## src/rtl/pb_wiper_pkg.sv

```systemverilog
package pb_wiper_pkg;

    typedef enum logic [2:0] {
        S_IDLE,
        S_ARM,
        S_REP,
        S_BOTH,
        S_LOCK,
        S_SDHOLD,
        S_SD,
        S_WAKE
    } pb_state_e;

    function automatic int unsigned pb_max(input int unsigned a, input int unsigned b);
        return (a > b) ? a : b;
    endfunction

endpackage

```

## src/rtl/pb_sync.sv

```systemverilog
module pb_sync #(
    parameter int unsigned WIDTH   = 3,
    parameter logic        RST_VAL = 1'b1
) (
    input  logic             clk,
    input  logic             rst,
    input  logic [WIDTH-1:0] d,
    output logic [WIDTH-1:0] q
);
    for (genvar i = 0; i < WIDTH; i++) begin : g_bit
        logic s1_q, s2_q;
        always_ff @(posedge clk) begin
            if (rst) begin
                s1_q <= RST_VAL;
                s2_q <= RST_VAL;
            end else begin
                s1_q <= d[i];
                s2_q <= s1_q;
            end
        end
        assign q[i] = s2_q;
    end
endmodule

```

## src/rtl/pb_sat_step.sv

```systemverilog
module pb_sat_step #(
    parameter int unsigned POS_W = 4
) (
    input  logic [POS_W-1:0] pos,
    output logic [POS_W-1:0] pos_up,
    output logic [POS_W-1:0] pos_dn
);
    localparam logic [POS_W-1:0] POS_MAX = {POS_W{1'b1}};

    assign pos_up = (pos == POS_MAX) ? pos : pos + 1'b1;
    assign pos_dn = (pos == '0)      ? pos : pos - 1'b1;
endmodule

```

## src/rtl/pb_rate.sv

```systemverilog
module pb_rate #(
    parameter int unsigned CW         = 12,
    parameter int unsigned RW         = 8,
    parameter int unsigned FAST_AFTER = 1000,
    parameter int unsigned SLOW_TICKS = 250,
    parameter int unsigned FAST_TICKS = 50
) (
    input  logic [CW-1:0] t_now,
    input  logic [RW-1:0] r_now,
    output logic          due
);
    localparam logic [CW-1:0] T_FA   = CW'(FAST_AFTER);
    localparam logic [RW-1:0] R_SLOW = RW'(SLOW_TICKS);
    localparam logic [RW-1:0] R_FAST = RW'(FAST_TICKS);

    logic [RW-1:0] period;
    assign period = (t_now >= T_FA) ? R_FAST : R_SLOW;
    assign due    = (r_now >= period);
endmodule

```

## src/rtl/pb_wiper_ctrl.sv

```systemverilog
module pb_wiper_ctrl
    import pb_wiper_pkg::*;
#(
    parameter int unsigned POS_W      = 4,
    parameter int unsigned DB_TICKS   = 15,
    parameter int unsigned SLOW_TICKS = 250,
    parameter int unsigned FAST_AFTER = 1000,
    parameter int unsigned FAST_TICKS = 50,
    parameter int unsigned SD_TICKS   = 2000
) (
    input  logic             clk,
    input  logic             rst,
    input  logic             tick,
    input  logic             up_n,
    input  logic             dn_n,
    input  logic             wake_n,
    input  logic             inhibit,
    input  logic             load_en,
    input  logic [POS_W-1:0] load_pos,
    output logic [POS_W-1:0] pos_o,
    output logic             sd_o,
    output logic             act_o
);
    localparam int unsigned T_MAX = pb_max(pb_max(SD_TICKS, FAST_AFTER), pb_max(SLOW_TICKS, DB_TICKS));
    localparam int unsigned CW    = $clog2(T_MAX + 2);
    localparam int unsigned RW    = $clog2(pb_max(SLOW_TICKS, FAST_TICKS) + 2);
    localparam logic [CW-1:0] T_DB   = CW'(DB_TICKS);
    localparam logic [CW-1:0] T_SLOW = CW'(SLOW_TICKS);
    localparam logic [CW-1:0] T_SD   = CW'(SD_TICKS);
    localparam logic [CW-1:0] T_SAT  = {CW{1'b1}};
    localparam logic [RW-1:0] R_SAT  = {RW{1'b1}};
    localparam logic [POS_W-1:0] POS_MID = {1'b1, {(POS_W-1){1'b0}}};

    typedef struct packed {
        pb_state_e        st;
        logic [POS_W-1:0] pos;
        logic [CW-1:0]    t;
        logic [RW-1:0]    r;
        logic             dir_up;
        logic             act;
    } ctl_t;

    ctl_t ctl_d, ctl_q;

    // input synchronizers: bit0 up, bit1 down, bit2 wake
    logic [2:0] raw_s;
    pb_sync #(.WIDTH(3), .RST_VAL(1'b1)) u_sync (
        .clk (clk),
        .rst (rst),
        .d   ({wake_n, dn_n, up_n}),
        .q   (raw_s)
    );

    logic up_p, dn_p, wake_p, both_p, none_p, one_p;
    assign up_p   = ~raw_s[0] & ~inhibit;
    assign dn_p   = ~raw_s[1] & ~inhibit;
    assign wake_p = ~raw_s[2];
    assign both_p = up_p & dn_p;
    assign none_p = ~up_p & ~dn_p;
    assign one_p  = up_p ^ dn_p;

    logic [POS_W-1:0] pos_up, pos_dn, pos_step;
    pb_sat_step #(.POS_W(POS_W)) u_step (
        .pos    (ctl_q.pos),
        .pos_up (pos_up),
        .pos_dn (pos_dn)
    );
    assign pos_step = ctl_q.dir_up ? pos_up : pos_dn;

    logic [CW-1:0] t_inc;
    logic [RW-1:0] r_inc;
    logic          rep_due;
    logic [CW-1:0] first_t;
    assign t_inc   = (ctl_q.t == T_SAT) ? ctl_q.t : ctl_q.t + 1'b1;
    assign r_inc   = (ctl_q.r == R_SAT) ? ctl_q.r : ctl_q.r + 1'b1;
    assign first_t = (ctl_q.st == S_WAKE) ? T_SLOW : T_DB;

    pb_rate #(
        .CW         (CW),
        .RW         (RW),
        .FAST_AFTER (FAST_AFTER),
        .SLOW_TICKS (SLOW_TICKS),
        .FAST_TICKS (FAST_TICKS)
    ) u_rate (
        .t_now (t_inc),
        .r_now (r_inc),
        .due   (rep_due)
    );

    always_comb begin
        ctl_d     = ctl_q;
        ctl_d.act = 1'b0;
        unique case (ctl_q.st)
            S_IDLE: begin
                if (!none_p) begin
                    ctl_d.act    = 1'b1;
                    ctl_d.t      = '0;
                    ctl_d.r      = '0;
                    ctl_d.dir_up = up_p;
                    ctl_d.st     = both_p ? S_BOTH : S_ARM;
                end
            end
            S_ARM, S_WAKE: begin
                if (both_p) begin
                    ctl_d.st = (ctl_q.st == S_ARM) ? S_BOTH : S_LOCK;
                    ctl_d.t  = '0;
                end else if (none_p) begin
                    ctl_d.st = S_IDLE;
                end else if (up_p != ctl_q.dir_up) begin
                    ctl_d.st = S_LOCK;
                end else if (tick) begin
                    ctl_d.t = t_inc;
                    if (t_inc == first_t) begin
                        ctl_d.pos = pos_step;
                        ctl_d.act = (pos_step != ctl_q.pos);
                        ctl_d.r   = '0;
                        ctl_d.st  = S_REP;
                    end
                end
            end
            S_REP: begin
                if (both_p || (!none_p && (up_p != ctl_q.dir_up))) begin
                    ctl_d.st = S_LOCK;
                end else if (none_p) begin
                    ctl_d.st = S_IDLE;
                end else if (tick) begin
                    ctl_d.t = t_inc;
                    if (rep_due) begin
                        ctl_d.pos = pos_step;
                        ctl_d.act = (pos_step != ctl_q.pos);
                        ctl_d.r   = '0;
                    end else begin
                        ctl_d.r = r_inc;
                    end
                end
            end
            S_BOTH: begin
                if (!both_p) begin
                    ctl_d.st = S_LOCK;
                end else if (tick) begin
                    ctl_d.t = t_inc;
                    if (t_inc == T_SD) begin
                        ctl_d.st  = S_SDHOLD;
                        ctl_d.act = 1'b1;
                    end
                end
            end
            S_LOCK: begin
                if (none_p) ctl_d.st = S_IDLE;
            end
            S_SDHOLD: begin
                if (none_p) begin
                    ctl_d.st = S_SD;
                    ctl_d.t  = '0;
                end
            end
            S_SD: begin
                if (!(one_p || (wake_p && none_p))) begin
                    ctl_d.t = '0;
                end else if (tick) begin
                    ctl_d.t = t_inc;
                    if (t_inc == T_DB) begin
                        ctl_d.act = 1'b1;
                        if (one_p) begin
                            ctl_d.st     = S_WAKE;
                            ctl_d.dir_up = up_p;
                        end else begin
                            ctl_d.st = S_IDLE;
                        end
                    end
                end
            end
            default: ctl_d.st = S_IDLE;
        endcase
    end

    always_ff @(posedge clk) begin
        if (rst) begin
            ctl_q.st     <= S_IDLE;
            ctl_q.pos    <= load_en ? load_pos : POS_MID;
            ctl_q.t      <= '0;
            ctl_q.r      <= '0;
            ctl_q.dir_up <= 1'b0;
            ctl_q.act    <= 1'b0;
        end else begin
            ctl_q <= ctl_d;
        end
    end

    assign sd_o  = (ctl_q.st == S_SD) || (ctl_q.st == S_SDHOLD);
    assign pos_o = sd_o ? '0 : ctl_q.pos;
    assign act_o = ctl_q.act;

    // no wrap at either end
    p_no_wrap_top_r1: assert property (@(posedge clk) disable iff (rst)
        (ctl_q.pos == {POS_W{1'b1}}) |=> (ctl_q.pos != '0));
    p_no_wrap_bot_r1: assert property (@(posedge clk) disable iff (rst)
        (ctl_q.pos == '0) |=> (ctl_q.pos != {POS_W{1'b1}}));
    // the stored position moves by one tap at most
    p_single_step_r2: assert property (@(posedge clk) disable iff (rst)
        !$stable(ctl_q.pos) |->
            (({1'b0, ctl_q.pos}) == ({1'b0, $past(ctl_q.pos)} + 1'b1)) ||
            (({1'b0, $past(ctl_q.pos)}) == ({1'b0, ctl_q.pos} + 1'b1)));
    // shutdown is entered only while both buttons are held
    p_sd_entry_r5: assert property (@(posedge clk) disable iff (rst)
        $rose(sd_o) |-> $past(both_p));
    // the stored position is kept through shutdown
    p_sd_keeps_r8: assert property (@(posedge clk) disable iff (rst)
        (sd_o && $past(sd_o)) |-> $stable(ctl_q.pos));
    // inhibit freezes the position
    p_inhibit_r9: assert property (@(posedge clk) disable iff (rst)
        inhibit |=> $stable(ctl_q.pos));
    // every output change comes with the activity pulse
    p_act_on_move_r11: assert property (@(posedge clk) disable iff (rst)
        !$stable(pos_o) |-> act_o);
endmodule

```

## config.mk

```make
export PLATFORM = sky130hd
export DESIGN_NAME = pb_wiper_ctrl
export DESIGN_NICKNAME = d
export VERILOG_FILES = /design/src/rtl/pb_wiper_pkg.sv /design/src/rtl/pb_sync.sv /design/src/rtl/pb_sat_step.sv /design/src/rtl/pb_rate.sv /design/src/rtl/pb_wiper_ctrl.sv
export SDC_FILE = /design/constraint.sdc
export NUM_CORES = 1
export LEC_CHECK = 0
export BUFFER_PORTS_ARGS = -buffer_cell sky130_fd_sc_hd__buf_2
export CORE_MARGIN = 1
export CORE_UTILIZATION = 55
export DETAILED_ROUTE_END_ITERATION = 10
export GPL_ROUTABILITY_DRIVEN = 0
export GPL_TIMING_DRIVEN = 0
export PLACE_DENSITY = 0.73
export RECOVER_POWER = 100
export SETUP_SLACK_MARGIN = 0.4
export SLEW_MARGIN = 10
export SYNTH_ARGS = -nofsm -noshare
export SYNTH_HDL_FRONTEND = slang
export SYNTH_SLANG_ARGS = --single-unit
```

## constraint.sdc

```tcl
create_clock -name clk -period 4.02 [get_ports clk]
set_input_delay 0.804 -clock clk [delete_from_list [all_inputs] [get_ports clk]]
set_output_delay 0.804 -clock clk [all_outputs]
set_load 0.03 [all_outputs]
```

# After elaboration in Yosys (flattened, before gate mapping)
# Index checks and enable logic that the tools add are counted.
# Widths: inputs -> output; s select.
# classes
n_addsub	4
n_lt_le_gt_ge	2
n_eq_ne	46
muxes	66
bitwise_logic	11
reduce_logical	18
# ops
cell	count
$mux 23	5
$mux 11	6
$pmux 11 s6	1
$mux 8	6
$mux 3	15
$ne 3x3->1 const B	14
$ne 2x2->1 const B	15
$reduce_and 10->1	3
$mux 4	7
$mux 26	1
$mux 25	1
$pmux 8 s3	1
$eq 11x11->1 const B	2
$mux 21	1
$pmux 3 s7	1
$mux 1	13
$eq 3x3->1 const B	4
$add 11x1->11 const B	1
$eq 11x4->1 const B	1
$eq 11x8->1	1
$ge 11x10->1 const B	1
$ne 5x5->1 const B	2
$reduce_and 9->1	1
$add 8x1->8 const B	1
other kinds (27)	43
# word_totals
register_bits	34
out_inout_bits	6
wordCells	159

# Logic depth before layout (Yosys ltp)
# logic_depth
ltp_word	11
ltp_mapped	15
ltp_nobuf	12

# Cells and area by module
# From an unflattened synthesis, not the netlist that was laid out.
# hier_totals
cells_unflattened	393
area_unflattened_um2	3029.2
# by_module_without_submodules
module	n_inst	cells_each	area_each_um2
pb_wiper_ctrl	1	345	2583.7
pb_sat_step	1	22	181.4
pb_sync	1	15	180.2
pb_rate	1	11	83.8

# Worst setup path after synthesis
# No wires, ideal clock.
# synth_path
kind	reg-to-reg
startpoint	register ctl_q[11] in the netlist's numbering
endpoint	register ctl_q[7] in the netlist's numbering
arrival_ns	2.953
required_time_ns	3.925
path_slack_ns	0.972
path_stages_with_launch	16
path_buffers	3
period_less_slack_ns	3.048
cell_sequence	dfxtp_1 > ha_1 > buf_6 > and3_4 > buf_6 > nand3_1 > o211ai_1 > nand4_1 > o21ai_0 > ha_1 > a21oi_1 > o41a_1 > nor2b_1 > clkbuf_1 > o21ai_0 > a221oi_1
# synth_between
elab_chain_len	10
word_cells_on_any_way	14
cone_classes	1 x add/sub; 2 x order compare; 3 x eq/ne; 7 x mux; 1 x reduce/logical
# synth_lines
item	line	rtl
from (decl)	pb_wiper_ctrl.sv:43	ctl_t ctl_d, ctl_q;
from (signal assigned)	pb_wiper_ctrl.sv:186	ctl_q <= ctl_d;
$add 11x1->11 or $eq 11x11->1 (tied branches)	pb_wiper_ctrl.sv:74	assign t_inc = (ctl_q.t == T_SAT) ? ctl_q.t : ctl_q.t + 1'b1;
$mux 11 *	pb_wiper_ctrl.sv:74	
$ge 11x10->1	pb_rate.sv:17	assign period = (t_now >= T_FA) ? R_FAST : R_SLOW;
$mux 8	pb_rate.sv:17	
$ge 8x8->1	pb_rate.sv:18	assign due = (r_now >= period);
$mux 8	pb_wiper_ctrl.sv:128	if (rep_due) begin
$mux 23	pb_wiper_ctrl.sv:126	end else if (tick) begin
$mux 23	pb_wiper_ctrl.sv:124	end else if (none_p) begin
$mux 23	pb_wiper_ctrl.sv:122	if (both_p || (!none_p && (up_p != ctl_q.dir_up))) begin
$pmux 8 s3	pb_wiper_ctrl.sv:93	unique case (ctl_q.st)
# Mark *: on every way between the ends. The rest lies on a longest branch, timed or not. The select of a mux whose other input is x is not followed.
# A chain may end at the register's enable or synchronous reset.

# Worst setup path in the final report
# Ends and elaborated chain as after synthesis.

==> flow_summary.json <==
{
  "crit_slowest_cell": "dfxtp_1",
  "stdcell_area_mm2": 0.00317,
  "critical_path_class": "flop to flop",
  "finalCritPeriodShare_pct": 85.3,
  "rsz0062_at_grt": "no",
  "fin_util_pct": 62.0,
  "drc_errors": 0,
  "wl_per_cell_um": 15.4,
  "die_h_um": 74.6,
  "grtUsageTotal_pct": 28.5,
  "grt_pass1_wl_mm": 12.2,
  "fmax_mhz": 292,
  "synth-seq-area-share_pct": 24.8,
  "cts_tree": "built",
  "critPathLaunchType": "flop",
  "synth_top_area_share_pct": 20.7,
  "grt_antenna_before_repair": 0,
  "slew_viol_final": 0,
  "vdd_drop_max_uv": 297,
  "place_ws_ps": 321,
  "drtPass1Iterations": 5,
  "synthDistinctLibCells": 62,
  "synth-seq-cells": 34,
  "clock_path_buffers": 2,
  "start_util_pct": 56.8,
  "dp_hpwl_mm": 5.60,
  "drtIter0Drc": 176,
  "htree_levels": 2,
  "ant_nets": 0,
  "insertion_delay_ps": 290,
  "grt_max_degree": 11,
  "path_cells": "ha_1, buf_6, and3_1, buf_6, a31oi_1, a31oi_1, o21ai_0, o21ai_2, ha_1, a21oi_1, o41a_1, nor2b_1, clkbuf_1, o21ai_0, a221oi_1",
  "synth_most_common_cell": "nand2_1",
  "synth_area_leaders": "dfxtp_1 21%, o21ai_0 5.5%, nand2_1 4.7%",
  "dr_total_vias": 3159,
  "viasPerCell": 6.36,
  "leakage_nw": 1.12,
  "die_area_mm2": 0.00557,
  "nFillCells": 485,
  "placed_cell_area_mm2": 0.00307,
  "cp.required_ps": 4220,
  "netlist_instances": 403,
  "relSlewSlack_pct": 59.1,
  "drive_gt1_share_pct": 10.1,
  "grt-ovfl-total": 0,
  "fin_skew_ps": 14.1,
  "power_density_mw_per_mm2": 379,
  "crit_arrival_ps": 3630,
  "clkSlewWorstSetupHoldPaths_ps": 70,
  "row_count": 26,
  "synthFlopType": "dfxtp_1",
  "syn_to_final_growth_pct": 9.23,
  "fin_tns_setup_ps": 0,
  "finalNetCount": 447,
  "worst_path_largest_cell_delay_ps": 430,
  "routed_wirelength_mm": 7.67,
  "crit_family": "compound AO/OA/AOI/OAI gates",
  "min_period_ps": 3430,
  "synth_edf_count": 4,
  "hp-class": "flop to flop",
  "p_total_mw": 1.20,
  "crit_fanout": 10,
  "synth_nets": 424,
  "outcome": "completed",
  "core_mm2": 0.00511,
  "numPortBuffers": 16,
  "ys_top_cells_by_count": "36 x nand2_1, 35 x nor2_1, 32 x o21ai_0",
  "finalHoldViolCount": 0,
  "tightest_slew_ps": 613,
  "end_kind": "flop",
  "synth.avg_cell_area_um2": 7.20,
  "setup_slack_ps": 590,
  "cts_buffers": 5,
  "cts_root_buf": "clkbuf_8",
  "finalSetupViolCount": 0,
  "die_w_um": 74.6,
  "ios": 18,
  "cts_sinks": 34,
  "synth_top_cell_by_area": "dfxtp_1",
  "cap_violations": 0,
  "synth-async-reset-ratio_pct": 0,
  "ys.warnings.count": 0,
  "synth.cell_area_mm2": 0.00290,
  "grt_pass1_vias": 2695,
  "crit_buf_inv": 3,
  "antennaDiodeCount": 0
}
[worst reg2reg max path, cell delays in order (launching register included)]
cell and delay (ps):
dfxtp_1 430, ha_1 190, buf_6 130, and3_1 170
buf_6 140, a31oi_1 90, a31oi_1 300, o21ai_0 180
o21ai_2 230, ha_1 280, a21oi_1 130, o41a_1 200
nor2b_1 130, clkbuf_1 310, o21ai_0 140, a221oi_1 280
[area by class of cell]
type                       count  area (um^2)  share of cell area, %
multi-input combinational    320         1970                   62.2
sequential                    34          721                   22.7
buffer                        32          144                   4.54
clock buffer                   8          110                   3.48
tap                           70         87.6                   2.76
timing repair buffer          16         71.3                   2.25
inverter                      17         63.8                   2.01
[placed cells by master, fill, tap and decap left out, drive strengths merged, types with 3 or more instances in the layout]
cell type and n:
dfxtp 30, buf 17, o211ai 5, and3 5, a21oi 25, a31o 3, nor3b 4, nor2 35
a211oi 6, a21o 7, nor2b 6, xnor2 4, nand3b 5, and2 7, nor3 11, mux2i 3
nand4 12, ha 9, a22oi 3, and4 7, inv 17, nand3 23, or2 12, o21ai 34
edfxtp 4, a31oi 18, or3 6, nand2 36, clkbuf 39
[layer usage]
| metal | GRT usage, % | part of all wire (%) | up-vias | routed length, um |
|---|---|---|---|---|
| met2 | 48.2 | 47 | 141 | 3590 |
| met4 | 7.76 | 1.4 | 0 | 111 |
| met1 | 37.1 | 45 | 1472 | 3440 |
| met5 | 0 | 0 | - | 0 |
| li1 | - | - | 1534 | - |
| met3 | 5.35 | 7.0 | 12 | 535 |
[timing repair]
action,in CTS,in global routing
gates cloned,0,0
buffers inserted,0,0
hold buffers,0,0
endpoints found under the setup margin,3,12
resized for setup,1,4
[state kept, by name (all words and copies together) (netlist names)]
name,count
ctl_q,27
u_sync.g_bit.s1_q,3
u_sync.g_bit.s2_q,3
act_o,1
[worst paths after layout]
| path | start | end | slack, ps | cells past startpoint |
|---|---|---|---|---|
| worst max-delay path | ctl_q[11] | ctl_q[7] | 590 | 15 |
| worst min-delay path | u_sync.g_bit[0].s1_q | u_sync.g_bit[0].s2_q | 410 | 1 |
| worst max register to register | ctl_q[11] | ctl_q[7] | 590 | 15 |
| worst min register to register | u_sync.g_bit[0].s1_q | u_sync.g_bit[0].s2_q | 410 | 1 |
[cell families after synthesis]
family	after synthesis	share of synthesized area, %
AO/OA/AOI/OAI	126	29.2
adder cells (fa/ha/maj)	11	4.57
multiplexers	3	1.04
flip-flops	34	24.8
buffers and inverters	49	7.16
XOR/XNOR	6	1.81
AND/OR/NAND/NOR	174	31.4
[through the flow]
| stage | cells | hold slack, ps |
|---|---|---|
| after CTS | 497 | 409 |
| after detailed placement | 489 | 394 |
| after floorplan | 403 | 389 |
| after global routing | 497 | 421 |
| after global placement | 489 | 393 |
| final | 497 | 408 |
[where the power goes]
| group | total, mW | internal (mW) | switching (mW) |
|---|---|---|---|
| registers | 0.382 | 0.366 | 0.0160 |
| logic | 0.513 | 0.164 | 0.349 |
| clock network | 0.306 | 0.173 | 0.133 |
| total | 1.20 | 0.703 | 0.498 |
No activity file was read; power rests on OpenSTA's default activity.
